## config.mk

```make
export PLATFORM = sky130hd
export DESIGN_NAME = bip_recency_set
export DESIGN_NICKNAME = d
export VERILOG_FILES = /design/src/rtl/bip_pkg.sv /design/src/rtl/bip_throttle.sv /design/src/rtl/bip_victim_find.sv /design/src/rtl/bip_rank_update.sv /design/src/rtl/bip_recency_set.sv
export SDC_FILE = /design/constraint.sdc
export NUM_CORES = 1
export LEC_CHECK = 0
export BUFFER_PORTS_ARGS = -buffer_cell sky130_fd_sc_hd__buf_2
export CORE_ASPECT_RATIO = 1.2
export CORE_UTILIZATION = 45
export CTS_BUF_LIST = sky130_fd_sc_hd__clkbuf_16
export DETAILED_ROUTE_END_ITERATION = 7
export GPL_ROUTABILITY_DRIVEN = 0
export HOLD_SLACK_MARGIN = 0.08
export PLACE_DENSITY_LB_ADDON = 0.2
export SLEW_MARGIN = 15
export SYNTH_ARGS = -nofsm -noshare
export SYNTH_HDL_FRONTEND = slang
export SYNTH_SLANG_ARGS = --single-unit
```

## constraint.sdc

```tcl
create_clock -name clk -period 2.9 [get_ports clk]
set_input_delay 0.58 -clock clk [delete_from_list [all_inputs] [get_ports clk]]
set_output_delay 0.58 -clock clk [all_outputs]
set_load 0.02 [all_outputs]
```

## src/rtl/bip_pkg.sv

```systemverilog
package bip_pkg;
  typedef enum logic [1:0] {
    INS_MRU     = 2'b00,
    INS_LRU     = 2'b01,
    INS_BIMODAL = 2'b10,
    INS_RSVD    = 2'b11
  } ins_mode_e;

  localparam int unsigned LFSR_W   = 16;
  localparam logic [LFSR_W-1:0] LFSR_SEED = 16'hACE1;
  localparam int unsigned THR_BITS = 5;
endpackage

```

## src/rtl/bip_throttle.sv

```systemverilog
module bip_throttle
  import bip_pkg::*;
(
  input  logic clk,
  input  logic rst_n,
  input  logic step,
  output logic take_mru
);
  logic [LFSR_W-1:0] lfsr_q;
  logic              fb;

  assign fb       = lfsr_q[15] ^ lfsr_q[13] ^ lfsr_q[12] ^ lfsr_q[10];
  assign take_mru = (lfsr_q[THR_BITS-1:0] == '0);

  always_ff @(posedge clk or negedge rst_n) begin
    if (!rst_n)    lfsr_q <= LFSR_SEED;
    else if (step) lfsr_q <= {lfsr_q[LFSR_W-2:0], fb};
  end
endmodule

```

## src/rtl/bip_victim_find.sv

```systemverilog
module bip_victim_find #(
  parameter int unsigned WAYS = 8,
  localparam int unsigned IDXW = $clog2(WAYS)
) (
  input  logic [WAYS*IDXW-1:0] rank,
  output logic [IDXW-1:0]      victim
);
  always_comb begin
    victim = '0;
    for (int i = 0; i < WAYS; i++) begin
      if (rank[i*IDXW +: IDXW] == IDXW'(WAYS-1)) victim = IDXW'(i);
    end
  end
endmodule

```

## src/rtl/bip_rank_update.sv

```systemverilog
module bip_rank_update #(
  parameter int unsigned WAYS = 8,
  localparam int unsigned IDXW = $clog2(WAYS)
) (
  input  logic [WAYS*IDXW-1:0] rank_q,
  input  logic                 promote_en,
  input  logic [IDXW-1:0]      promote_way,
  output logic [WAYS*IDXW-1:0] rank_d
);
  logic [IDXW-1:0] sel_rank;

  assign sel_rank = rank_q[promote_way*IDXW +: IDXW];

  for (genvar g = 0; g < WAYS; g++) begin : g_way
    logic [IDXW-1:0] cur;
    assign cur = rank_q[g*IDXW +: IDXW];
    always_comb begin
      if (!promote_en)                     rank_d[g*IDXW +: IDXW] = cur;
      else if (promote_way == IDXW'(g))    rank_d[g*IDXW +: IDXW] = '0;
      else if (cur < sel_rank)             rank_d[g*IDXW +: IDXW] = cur + 1'b1;
      else                                 rank_d[g*IDXW +: IDXW] = cur;
    end
  end
endmodule

```

## src/rtl/bip_recency_set.sv

```systemverilog
module bip_recency_set
  import bip_pkg::*;
#(
  parameter int unsigned WAYS = 8,
  localparam int unsigned IDXW = $clog2(WAYS)
) (
  input  logic                 clk,
  input  logic                 rst_n,
  input  logic                 hit_valid,
  input  logic [IDXW-1:0]      hit_way,
  input  logic                 fill_valid,
  input  logic [1:0]           fill_mode,
  output logic [IDXW-1:0]      victim_way,
  output logic [WAYS*IDXW-1:0] way_rank
);
  ins_mode_e           mode;
  logic                take_mru;
  logic                lfsr_step;
  logic                promote_en;
  logic [IDXW-1:0]     promote_way;
  logic [WAYS*IDXW-1:0] rank_q, rank_d;

  assign mode      = ins_mode_e'(fill_mode);
  assign lfsr_step = fill_valid && (mode == INS_BIMODAL);

  bip_throttle u_thr (
    .clk      (clk),
    .rst_n    (rst_n),
    .step     (lfsr_step),
    .take_mru (take_mru)
  );

  bip_victim_find #(.WAYS(WAYS)) u_vic (
    .rank   (rank_q),
    .victim (victim_way)
  );

  always_comb begin
    promote_en  = 1'b0;
    promote_way = hit_way;
    if (fill_valid) begin
      promote_way = victim_way;
      unique case (mode)
        INS_MRU, INS_RSVD: promote_en = 1'b1;
        INS_LRU:           promote_en = 1'b0;
        INS_BIMODAL:       promote_en = take_mru;
      endcase
    end else if (hit_valid) begin
      promote_en = 1'b1;
    end
  end

  bip_rank_update #(.WAYS(WAYS)) u_upd (
    .rank_q      (rank_q),
    .promote_en  (promote_en),
    .promote_way (promote_way),
    .rank_d      (rank_d)
  );

  always_ff @(posedge clk or negedge rst_n) begin
    if (!rst_n) begin
      for (int i = 0; i < WAYS; i++) rank_q[i*IDXW +: IDXW] <= IDXW'(i);
    end else begin
      rank_q <= rank_d;
    end
  end

  assign way_rank = rank_q;
endmodule

```

[Word level (Yosys, flattened, before mapping)]
Cells that the tools add are included.
Word-level totals
  register bits: 40
  bits in latches: 0
  memory bits (writable): 0
  bits in read-only memories: 0
  input bits: 9
  output and inout port bits: 27
  memories kept: 0
Cells by class
  add/subtract/negate cells: 8
  multiply operators: 1
  divide/modulo/power cells: 0
  $lt $le $gt $ge: 8
  eq/ne operators: 17
  shifts and indexed selects: 1
  mux-type cells: 27
  bitwise logic cells: 3
  reductions and logical operators: 21
Operator list (number)
  3-bit two-way mux: 21
  3-bit == test (second input constant): 11
  3-bit by 1-bit adder with 3-bit output (second input constant): 8
  3-bit < comparator: 8
  24-bit by 6-bit indexed part select with 3-bit output: 1
  2-bit AND reduction: 8
  2-bit nonzero test: 8
  3-bit by 2-bit == test with 1-bit output (second input constant): 2
  5-bit logical NOT: 1
  3-bit by 2-bit multiplier with 5-bit output (second input constant): 1
  2-bit == test (second input constant): 2
  2-bit two-way mux: 2
  3-bit by 1-bit == test with 1-bit output (second input constant): 1
  3-bit logical NOT: 1
  1-bit two-way mux: 3
  1-bit case mux with 3 select lines: 1
  1-bit XOR: 3
  2-bit by 1-bit == test with 1-bit output (second input constant): 1
  2-bit logical NOT: 1
  2-bit OR reduction: 1
  1-bit logical AND: 1

[Depth between registers and ports, before layout]
Gate-level depths: netlist of run 1.
  depth in word-level cells: 14
  depth in mapped cells: 16

[By module]
Synthesis of run 1 repeated with hierarchy kept, for this count alone.
Second synthesis, totals
  cells, all modules: 298
  area, all modules: 3006.6 um^2
By module, submodules not included
  bip_rank_update: instances 1, cells an instance 211, area each 1561.5 um^2
  bip_recency_set: instances 1, cells an instance 33, area each 689.4 um^2
  bip_throttle: instances 1, cells an instance 40, area each 641.9 um^2
  bip_victim_find: instances 1, cells an instance 14, area each 113.9 um^2

[Least setup slack after synthesis of run 1]
OpenSTA, ideal clock, no wires.
  path kind: reg-to-reg
  start: register rank_q[12] (netlist: way_rank[12])
  end: register rank_q[0] (netlist: way_rank[0])
  library setup time: 118 ps
  data arrival time: 3243 ps
  slack: -461 ps
  stages on the path, launching flop included: 15
  path buffers: 0
  period minus slack after synthesis: 3361 ps
  cells stage by stage: dfrtp_1 ha_1 ha_1 nor2_2 nand2_1 mux2i_2 a311oi_1 a31oi_1 ha_1 nor2_1 nor2_1 nor2_1 a221oi_2 nor3_1 a21o_1
On the way
  word-level cells in the longest chain between the ends: 11
RTL lines
  start, declared: RTL line bip_recency_set.sv:21  | logic [WAYS*IDXW-1:0] rank_q, rank_d;
  start signal, assigned: RTL line bip_recency_set.sv:64  | rank_q <= rank_d;
  3-bit == test (*): RTL line bip_victim_find.sv:11  | if (rank[i*IDXW +: IDXW] == IDXW'(WAYS-1)) victim = IDXW'(i);
  3-bit two-way mux (*) (4 in series): RTL line bip_victim_find.sv:11
  net victim_way[2]: RTL line bip_recency_set.sv:13  | output logic [IDXW-1:0] victim_way,
  3-bit two-way mux (*): RTL line bip_recency_set.sv:41  | if (fill_valid) begin
  3-bit by 2-bit multiplier with 5-bit output: RTL line bip_rank_update.sv:12  | assign sel_rank = rank_q[promote_way*IDXW +: IDXW];
  24-bit by 6-bit indexed part select with 3-bit output: RTL line bip_rank_update.sv:12
  3-bit < comparator: RTL line bip_rank_update.sv:20  | else if (cur < sel_rank) rank_d[g*IDXW +: IDXW] = cur + 1'b1;
  2-bit nonzero test (no line)
  2-bit AND reduction (no line)
The timed path passes the listed nets; every way through them passes the cells marked *.
A chain may end at the register's enable or synchronous reset.

[Final worst setup path of run 1]
  start: register rank_q[16] (netlist: way_rank[16])
  end: register rank_q[3] (netlist: way_rank[3])
On the way
  word-level cells in the longest chain between the ends: 10
RTL lines (RTL line)
  3-bit == test: bip_victim_find.sv:11
  3-bit two-way mux (3 in series): bip_victim_find.sv:11
  3-bit two-way mux: bip_recency_set.sv:41
  3-bit by 2-bit multiplier with 5-bit output: bip_rank_update.sv:12
  24-bit by 6-bit indexed part select with 3-bit output: bip_rank_update.sv:12
  3-bit < comparator: bip_rank_update.sv:20
  2-bit nonzero test (no line)
  2-bit AND reduction (no line)
Parallel ways exist; a longest one is shown, timed or not.

==> flow_summary.ini, run 1 <==
[run_status]
outcome = finished, violations left
violations = setup timing

[floorplan]
dieArea_um2 = 6786
core_um2 = 6128
die_y_um = 90.04
num_rows = 31
chipWidth_um = 75.37
ios = 36
start_util_pct = 47.43

[synthesis]
synth_edf_count = 0
yosysWarnings = 0
synth.top_cell.area_share_pct = 18.08
syn_area_per_cell_um2 = 10.13
yosysMostFrequentCell = nand2_1
synth_fp_nets = 319
ys_ff_latch = 40
ys_seq_area_share_pct = 35.30
syn_inst = 287
ys_async_sr_fraction_pct = 100.0
synth_area_um2 = 2907
synth.distinct_cells = 59
synth_ff_type = dfstp_2
synth.area.top_cells = dfstp_2 18%, dfrtp_1 17%, ha_1 9.9%, mux2_2 8.1%, nand2_1 3.6%
synth_common_cells = 28 x nand2_1, 23 x ha_1, 21 x mux2_2
yosysTopAreaCell = dfstp_2

[final_layout]
seqCellArea_um2 = 1031
fillCellCount = 385
area_growth_pct = 64.49
fin_nets = 456
multiInputGateArea_um2 = 2432
diodes = 0
drive_above_1_share_pct = 67.29
finalNonFillerCells = 507

[clock_tree]
clk_pin_slew_ps = 60
htreeDepth = 2
cts_buffer_depth = 2
cts_tree = built
numClockSinks = 40
clock_latency_ps = 290
root_buffer = clkbuf_16
cts_made_buffers = 5

[flow_run]
cap_violations = 0

[placement]
port_buffers = 35
place_ws_ps = -262.3
hpwl_um = 5928
dp_cells = 476

[timing]
clock.fmax_ghz = 0.3047
rsz0062_at_grt = true
hold_viol_final = 0
setup_ws_ps = -382.3
min_period_over_period_pct = 113.2
tightest_slew_ps = 896.6
finalSetupViolations = 24
relSlewSlack_pct = 40.23
skew_ps = 7.483
setup_tns_ps = -5154
layout_min_cycle_time_ps = 3282
finalMaxSlewViolations = 0

[critical_path]
timing.rr.end = way_rank[3]
r2r-start = way_rank[16]
endpoint_kind = register
critPathLaunchType = register
crit_required_ps = 3110
cp.arrival_ps = 3500
cp_max_fo = 7
r2r_cells = 14
path_class = reg -> reg
regToRegSetupSlack_ps = -380

[drt]
drt_iter0_drc = 226
drc = 0
dr.pass1.iters = 5
vias = 3042
totalWireLength_um = 9991
wl_per_cell_um = 19.71
ant_nets = 0
vias_per_cell = 6.000

[global_routing]
use_met3_pct = 4.596
grt_pass1_wl_um = 14660
grt_busiest_layer = met2
grtUsageTotal_pct = 28.27
grt_max_degree = 41
grt_pass1_vias = 3068
met1_usage_pct = 33.31
antenna_found_initial = 0
grtUsageMet2_pct = 48.74
grt_overflow = 0

[power_and_ir_drop]
p_leak_nw = 2.133
ir_drop_mv = 0.5551
cellPowerDensity_nw_per_um2 = 1307

[hold_path]
hp-class = in -> async
[per-layer routing]
layer  up-vias  share of wire [%]  wire length, um
met1      1510                 39             3932
met3        41                4.3              433
met2       118                 52             5229
met4         0                4.0              395
met5         -                  0                0
li1       1373                  -                -
[final cells by class]
type                    instances  share of cell area, %
clock inverters                 3                 0.4187
flip-flops and latches         40                  21.57
multi-input cells             227                  50.88
inverters                      14                  1.152
well taps                      82                  2.146
clock buffers                   5                  2.617
repair buffers                136                  21.22
[kinds of logic (layout without fill, tap and decap cells)]
| group | count (synthesis) | in the layout | synth area share [%] |
|---|---|---|---|
| flops | 40 | 40 | 35.30 |
| compound gates | 94 | 94 | 25.44 |
| mux | 24 | 24 | 9.513 |
| simple gates | 76 | 76 | 13.09 |
| buf+inv | 20 | 158 | 3.142 |
| xor+xnor | 3 | 3 | 0.9042 |
| fa+ha+maj | 30 | 30 | 12.61 |
[how the worst max path moves through the flow]
stage               depth (start not counted)          from     endpoint
CTS                                        13  way_rank[15]  way_rank[3]
detailed placement                         13  way_rank[15]  way_rank[3]
global placement                           13  way_rank[15]  way_rank[3]
floorplan                                  15  way_rank[15]  way_rank[0]
finish                                     14  way_rank[16]  way_rank[3]
global route                               14  way_rank[16]  way_rank[3]
[timing repair]
item | 4_1_cts | 5_1_grt
hold buffers | 0 | 0
pin swaps | 50 | 33
resized for setup | 59 | 41
setup buffers | 21 | 6
endpoints found under the setup margin | 24 | 24
[flip-flops by register name, indices dropped and copies added, names as in the netlist]
name,count
way_rank,24
u_thr.lfsr_q,16
[placed cells by master (no fill, tap or decap), types with 3 or more instances in the layout]
cell type | Yosys | layout
buf_4 | 2 | 84
buf_2 | 1 | 35
nand2_1 | 28 | 22
mux2_2 | 21 | 20
dfstp_2 | 20 | 20
ha_4 | 0 | 19
dfrtp_1 | 20 | 16
buf_6 | 1 | 15
inv_1 | 14 | 14
a21oi_1 | 19 | 10
nor2_1 | 12 | 9
a21oi_4 | 0 | 9
o21ai_0 | 12 | 8
maj3_2 | 7 | 7
a22o_1 | 7 | 7
and3_4 | 0 | 6
a21o_1 | 5 | 5
o211a_1 | 5 | 5
a21oi_2 | 5 | 5
clkbuf_16 | 0 | 5
nor2b_1 | 4 | 4
o21ai_1 | 1 | 4
nand3_1 | 6 | 4
dfrtp_2 | 0 | 4
nor2_2 | 2 | 3
nor2_4 | 1 | 3
nand2b_1 | 4 | 3
o21ai_2 | 4 | 3
nand2_4 | 0 | 3
o32a_1 | 3 | 3
nand2_2 | 0 | 3
xnor2_1 | 3 | 3
mux2_4 | 1 | 3
[critical path, stage by stage (launching register included)]
cell and delay, ps:
dfrtp_2 420, ha_4 170, ha_4 190, nor2_2 200, a221oi_4 110, o21ai_4 270
buf_4 170, a221oi_1 40, a311o_2 350, buf_12 160, buf_4 140, a21o_1 170
maj3_2 330, a31o_1 210, mux2_4 270
[stage by stage]
stage | area (um^2) | total power (W) | hold WS, ps | utilization, %
after floorplan | 3087 | 0.003116 | 284.4 | -
after global placement | 3920 | 0.004310 | 475.2 | 63.96
after detailed placement | 3920 | 0.004400 | 483.3 | 63.96
after CTS | 4532 | 0.005623 | 465.0 | 73.95
after global routing | 4781 | 0.006616 | 512.4 | 78.01
final | 4781 | 0.006250 | 413.4 | 78.01
[report_power, final]
part           internal, W  switching, W
Combinational      0.00232       0.00240
Sequential        0.000806      0.000183
Clock             0.000317      0.000229
(Power assumes the default switching activity.)
==> inputs of run 2 (changes only) <==
--- a/config.mk
+++ b/config.mk
@@ -13,7 +13,6 @@
 export GPL_ROUTABILITY_DRIVEN = 0
 export HOLD_SLACK_MARGIN = 0.08
 export PLACE_DENSITY_LB_ADDON = 0.2
-export SLEW_MARGIN = 15
 export SYNTH_ARGS = -nofsm -noshare
 export SYNTH_HDL_FRONTEND = slang
 export SYNTH_SLANG_ARGS = --single-unit
==> constraint.sdc (replaced) <==
create_clock -name clk -period 3.7 [get_ports clk]
set_input_delay 0.74 -clock clk [delete_from_list [all_inputs] [get_ports clk]]
set_output_delay 0.74 -clock clk [all_outputs]
set_load 0.02 [all_outputs]
==> run 2 against run 1 <==
Effect of this change:
- the run now ends clean
- largest cell class unchanged
- via count shrank 21%
- core utilization shrank 23 points
- sequential share of layout area grew 8.7 points
- worst setup slack gained 640 ps
- first-iteration DRC count shrank 23%
- highest routed layer unchanged
- non-clock buffer count shrank 90
==> flow_summary.ini, run 2 (synthesis results as in run 1) <==
[timing]
finalSetupViolations = 0
rsz0062_at_grt = false
clock.fmax_ghz = 0.2901
tightest_slew_ps = 889.2
min_period_over_period_pct = 93.15
skew_ps = 3.572
layout_min_cycle_time_ps = 3447
setup_tns_ps = 0
hold_viol_final = 0
relSlewSlack_pct = 40.72
finalMaxSlewViolations = 0

[power_and_ir_drop]
power.total_w = 0.003251
cellPowerDensity_nw_per_um2 = 960.2
p_leak_nw = 1.596
ir_drop_mv = 0.2936

[critical_path]
cp_max_fo = 9
critPathLaunchType = register
critPathLaunch = way_rank[16]
r2r-start = way_rank[16]
cp.arrival_ps = 3620
crit_required_ps = 3870
path_class = reg -> reg
endpoint_kind = register

[clock_tree]
root_buffer = clkbuf_16
cts_setup_buffers = 0
postCtsHoldBufs = 0
clock_latency_ps = 280
cts_tree = built
cts_made_buffers = 5
numClockSinks = 40
cts_buffer_depth = 2
cts-resized-gates = 0
clk_pin_slew_ps = 60
htreeDepth = 2

[flow_run]
cap_violations = 0

[hold_path]
min_from = u_thr.lfsr_q[0]
hp-class = reg -> reg

[final_layout]
seqCellArea_um2 = 1026
multiInputGateArea_um2 = 1803
final_common_cell = buf_2
fillCellCount = 577
diodes = 0
area_growth_pct = 16.49
largest_reg_flops = 24
drive_above_1_share_pct = 37.61
final_cell_mix = 35 x buf_2, 28 x nand2_1, 23 x ha_1
fin_nets = 366

[floorplan]
start_util_pct = 47.43
die_y_um = 90.04
ios = 36
dieArea_um2 = 6786
num_rows = 31
chipWidth_um = 75.37
core_um2 = 6128

[global_routing]
grtUsageTotal_pct = 21.25
grt_pass1_vias = 2346
grt_pass1_wl_um = 11030
grt_overflow = 0
grt_max_degree = 41
antenna_found_initial = 0

[drt]
drt_iter0_drc = 175
vias = 2412
vias_per_cell = 5.784
totalWireLength_um = 6569
ant_nets = 0
wl_per_cell_um = 15.75
drc = 0
dr.pass1.iters = 4

[placement]
hpwl_um = 4903
port_buffers = 35

[run_status]
outcome = finished, final reports clean
## run 2: cell types whose count changed in the layout (fill, tap and decap cells not counted), moves of 9 or more
cell,before,now
ha_4,19,0
buf_6,15,0
a21oi_4,9,0
a21oi_1,10,19
buf_4,84,11
ha_1,2,23
## run 2: per-stage QoR
step	hold slack, ps	setup WS, ps	utilization, %	instance area [um^2]	std cells
global route	511.0	23.75	55.25	3386	417
CTS	500.5	161.7	55.02	3372	417
detailed placement	491.3	188.8	52.67	3228	409
global placement	485.7	241.7	52.67	3228	409
floorplan	444.4	338.9	-	2907	287
finish	491.7	253.3	55.25	3386	417
## run 2: worst paths after layout
| kind | to | slack (ps) | cells past startpoint |
|---|---|---|---|
| worst max register to register | way_rank[12] | 250 | 11 |
| worst min-delay path | u_thr.lfsr_q[0] | 490 | 2 |
| worst min register to register | u_thr.lfsr_q[0] | 490 | 2 |
| max in group asynchronous | way_rank[4] | 2560 | 1 |
| min in group asynchronous | way_rank[18] | 580 | 1 |
| worst max-delay path | way_rank[12] | 250 | 11 |
## run 2: layout make-up
type	count	area share, %
inverter	14	1.552
multi-input combinational	227	53.25
clock buffer	5	3.695
tap	82	3.030
timing repair buffer	46	7.613
sequential	40	30.30
clock inverter	3	0.5543
## run 2: per-layer routing
| metal | part of all wire (%) | track usage, % |
|---|---|---|
| met1 | 44 | 26.71 |
| met2 | 51 | 34.67 |
| met3 | 3.9 | 4.596 |
| met4 | 2.0 | 8.333 |
| met5 | 0 | 0 |
## run 2: critical path, cell delays in order, from the launching register on
cell and delay, ps:
dfrtp_1 450, ha_1 210, ha_1 250, nor2_2 220, o21ai_2 120, a31oi_4 250
mux2_1 360, o211ai_2 500, a21oi_2 150, maj3_2 330, o211a_1 230, mux2_2 260
## run 2: power breakdown
part | internal, W | total [W] | switching (W) | leakage, nW
Sequential | 0.000628 | 0.000796 | 0.000168 | 0.468
Combinational | 0.000877 | 0.00203 | 0.00115 | 1.06
Clock | 0.000247 | 0.000425 | 0.000178 | 0.0635
==> inputs of run 3 (changes only) <==
--- a/config.mk
+++ b/config.mk
@@ -5,6 +5,7 @@
 export SDC_FILE = /design/constraint.sdc
 export NUM_CORES = 1
 export LEC_CHECK = 0
+export ABC_AREA = 1
 export BUFFER_PORTS_ARGS = -buffer_cell sky130_fd_sc_hd__buf_2
 export CORE_ASPECT_RATIO = 1.2
 export CORE_UTILIZATION = 45
==> run 3 against run 2 <==
Effect of this change:
- global-route usage shrank 0.46 points
- critical path type unchanged
- critical path depth grew 14
- clock power grew 19%
==> flow_summary.ini, run 3 <==
[final_layout]
largest_reg_flops = 24
fin_nets = 499
fin_area_um2 = 3416
drive_above_1_share_pct = 21.79
area_growth_pct = 14.51
final_common_cell = nand2_1
diodes = 0
final_cell_mix = 159 x nand2_1, 63 x inv_1, 60 x nand3_1

[synthesis]
synth.top_cell.area_share_pct = 20.01
synth_common_cells = 159 x nand2_1, 63 x inv_1, 60 x nand3_1
synth_ff_type = dfstp_2
synth.area.top_cells = nand2_1 20%, dfstp_2 18%, dfrtp_1 17%, nand3_1 10%, ha_1 9.6%
yosysTopAreaCell = nand2_1
syn_inst = 429
yosysMostFrequentCell = nand2_1
ys_seq_area_share_pct = 34.40
ys_async_sr_fraction_pct = 100.0
synth_edf_count = 0
synth_fp_nets = 461
yosysWarnings = 0
ys_ff_latch = 40
synth_area_um2 = 2983
syn_area_per_cell_um2 = 6.953
synth.distinct_cells = 29

[clock_tree]
cts_made_buffers = 5
cts_buffer_depth = 2
htreeDepth = 2
numClockSinks = 40
clock_latency_ps = 290
root_buffer = clkbuf_16
cts-resized-gates = 0
cts_tree = built
cts_setup_buffers = 0
postCtsHoldBufs = 0
clk_pin_slew_ps = 60

[drt]
wl_per_cell_um = 12.02
vias_per_cell = 4.884
drt_iter0_drc = 164
drc = 0
ant_nets = 0
totalWireLength_um = 6648
vias = 2701
dr.pass1.iters = 4

[timing]
rsz0062_at_grt = false
skew_ps = 2.967
finalSetupViolations = 0
tightest_slew_ps = 854.2
setup_ws_ps = 500.5
hold_viol_final = 0
layout_min_cycle_time_ps = 3199
setup_tns_ps = 0
relSlewSlack_pct = 43.05
finalMaxSlewViolations = 0
min_period_over_period_pct = 86.47
clock.fmax_ghz = 0.3125

[power_and_ir_drop]
p_leak_nw = 1.987
comb_power_share_pct = 56.3
p_sw_w = 0.001510
switching_share_pct = 48.02
power.share.clock_pct = 16.1
cellPowerDensity_nw_per_um2 = 920.4
pwr-share-seq_pct = 27.6
ir_drop_mv = 0.3670
p_int_w = 0.001634

[critical_path]
cp.arrival_ps = 3380
crit_required_ps = 3880
critPathLaunch = way_rank[7]
r2r-start = way_rank[7]
cp_max_fo = 15
critPathLaunchType = register
cp_common_cell = nand2_1
regToRegSetupSlack_ps = 500
path_class = reg -> reg
critical-path-max-stage-delay_ps = 560
endpoint_kind = register
r2r_cells = 25
crit_slowest_cell = dfstp_2

[hold_path]
min_from = u_thr.lfsr_q[7]
min_path_cells = 2
hp-class = reg -> reg

[flow_run]
cap_violations = 0

[run_status]
outcome = finished, final reports clean

[global_routing]
met1_usage_pct = 25.11
grtUsageMet2_pct = 37.01
grt_max_degree = 41
grt_pass1_vias = 2592
use_met3_pct = 3.719
grtUsageTotal_pct = 20.79
grt_pass1_wl_um = 11640
grt_busiest_layer = met2
antenna_found_initial = 0
grt_overflow = 0

[placement]
hpwl_um = 4981
dpl_cell_area_um2 = 3244
port_buffers = 35
place_ws_ps = 523.8

[floorplan]
die_y_um = 91.19
num_rows = 32
core_um2 = 6406
start_util_pct = 46.56
chipWidth_um = 76.32
ios = 36
dieArea_um2 = 6959
## run 3: path summary, 6_finish.rpt
check,end
min reg2reg,u_thr.lfsr_q[7]
max in group asynchronous,u_thr.lfsr_q[4]
max,way_rank[11]
min,u_thr.lfsr_q[7]
max reg2reg,way_rank[11]
min in group asynchronous,way_rank[18]
## run 3: area by class of cell
cell class | instances | area (um^2)
Inverter | 74 | 277.8
Fill cell | 653 | 2990
Timing Repair Buffer | 39 | 205.2
Multi-Input combinational cell | 307 | 1629
Clock buffer | 5 | 125.1
Sequential cell | 40 | 1026
Clock inverter | 3 | 46.29
Tap cell | 85 | 106.4
## run 3: cells by family (layout without fill, tap and decap cells)
| kind of cell | Yosys count | count (layout) | share of synthesized area, % |
|---|---|---|---|
| AOI/OAI and AO/OA | 19 | 19 | 3.859 |
| xor gates and xnor gates | 4 | 4 | 1.175 |
| and+or+nand+nor | 261 | 261 | 39.81 |
| adders and majority gates | 23 | 23 | 9.648 |
| DFF | 40 | 40 | 34.40 |
| buffers and inverters | 82 | 121 | 11.12 |
## run 3: metrics by stage
stage | std cells | utilization (%) | hold slack (ps) | total power [W]
final | 553 | 53.32 | 461.7 | 0.003144
after floorplan | 429 | - | 442.2 | 0.002215
after global placement | 545 | 50.64 | 452.6 | 0.002621
after CTS | 553 | 53.32 | 464.0 | 0.003174
after detailed placement | 545 | 50.64 | 453.8 | 0.002656
after global routing | 553 | 53.32 | 479.3 | 0.003481
## run 3: layer usage
metal  vias to the layer above  part of all wire, %
met1                      1221                   45
met2                        63                   49
met3                         8                  5.0
met5                         -                    0
met4                         0                  1.2
li1                       1409                    -
## run 3: power groups by stage
| stage | clock, W | combinational (W) | sequential (W) |
|---|---|---|---|
| after floorplan | 0 | 0.00125 | 0.000968 |
| after global placement | 0 | 0.00175 | 0.000869 |
| after detailed placement | 0 | 0.00178 | 0.000876 |
| after CTS | 0.000517 | 0.00179 | 0.000871 |
| after global routing | 0.000533 | 0.00205 | 0.000896 |
| final | 0.000506 | 0.00177 | 0.000867 |
## run 3: critical path, delay by kind of cell, from the launching register on
family                   cells  cell delay [ps]
adder cells (fa/ha/maj)      3              610
flip-flops                   1              560
AO/OA/AOI/OAI                3              360
AND/OR/NAND/NOR             15             1190
buffers and inverters        4              380
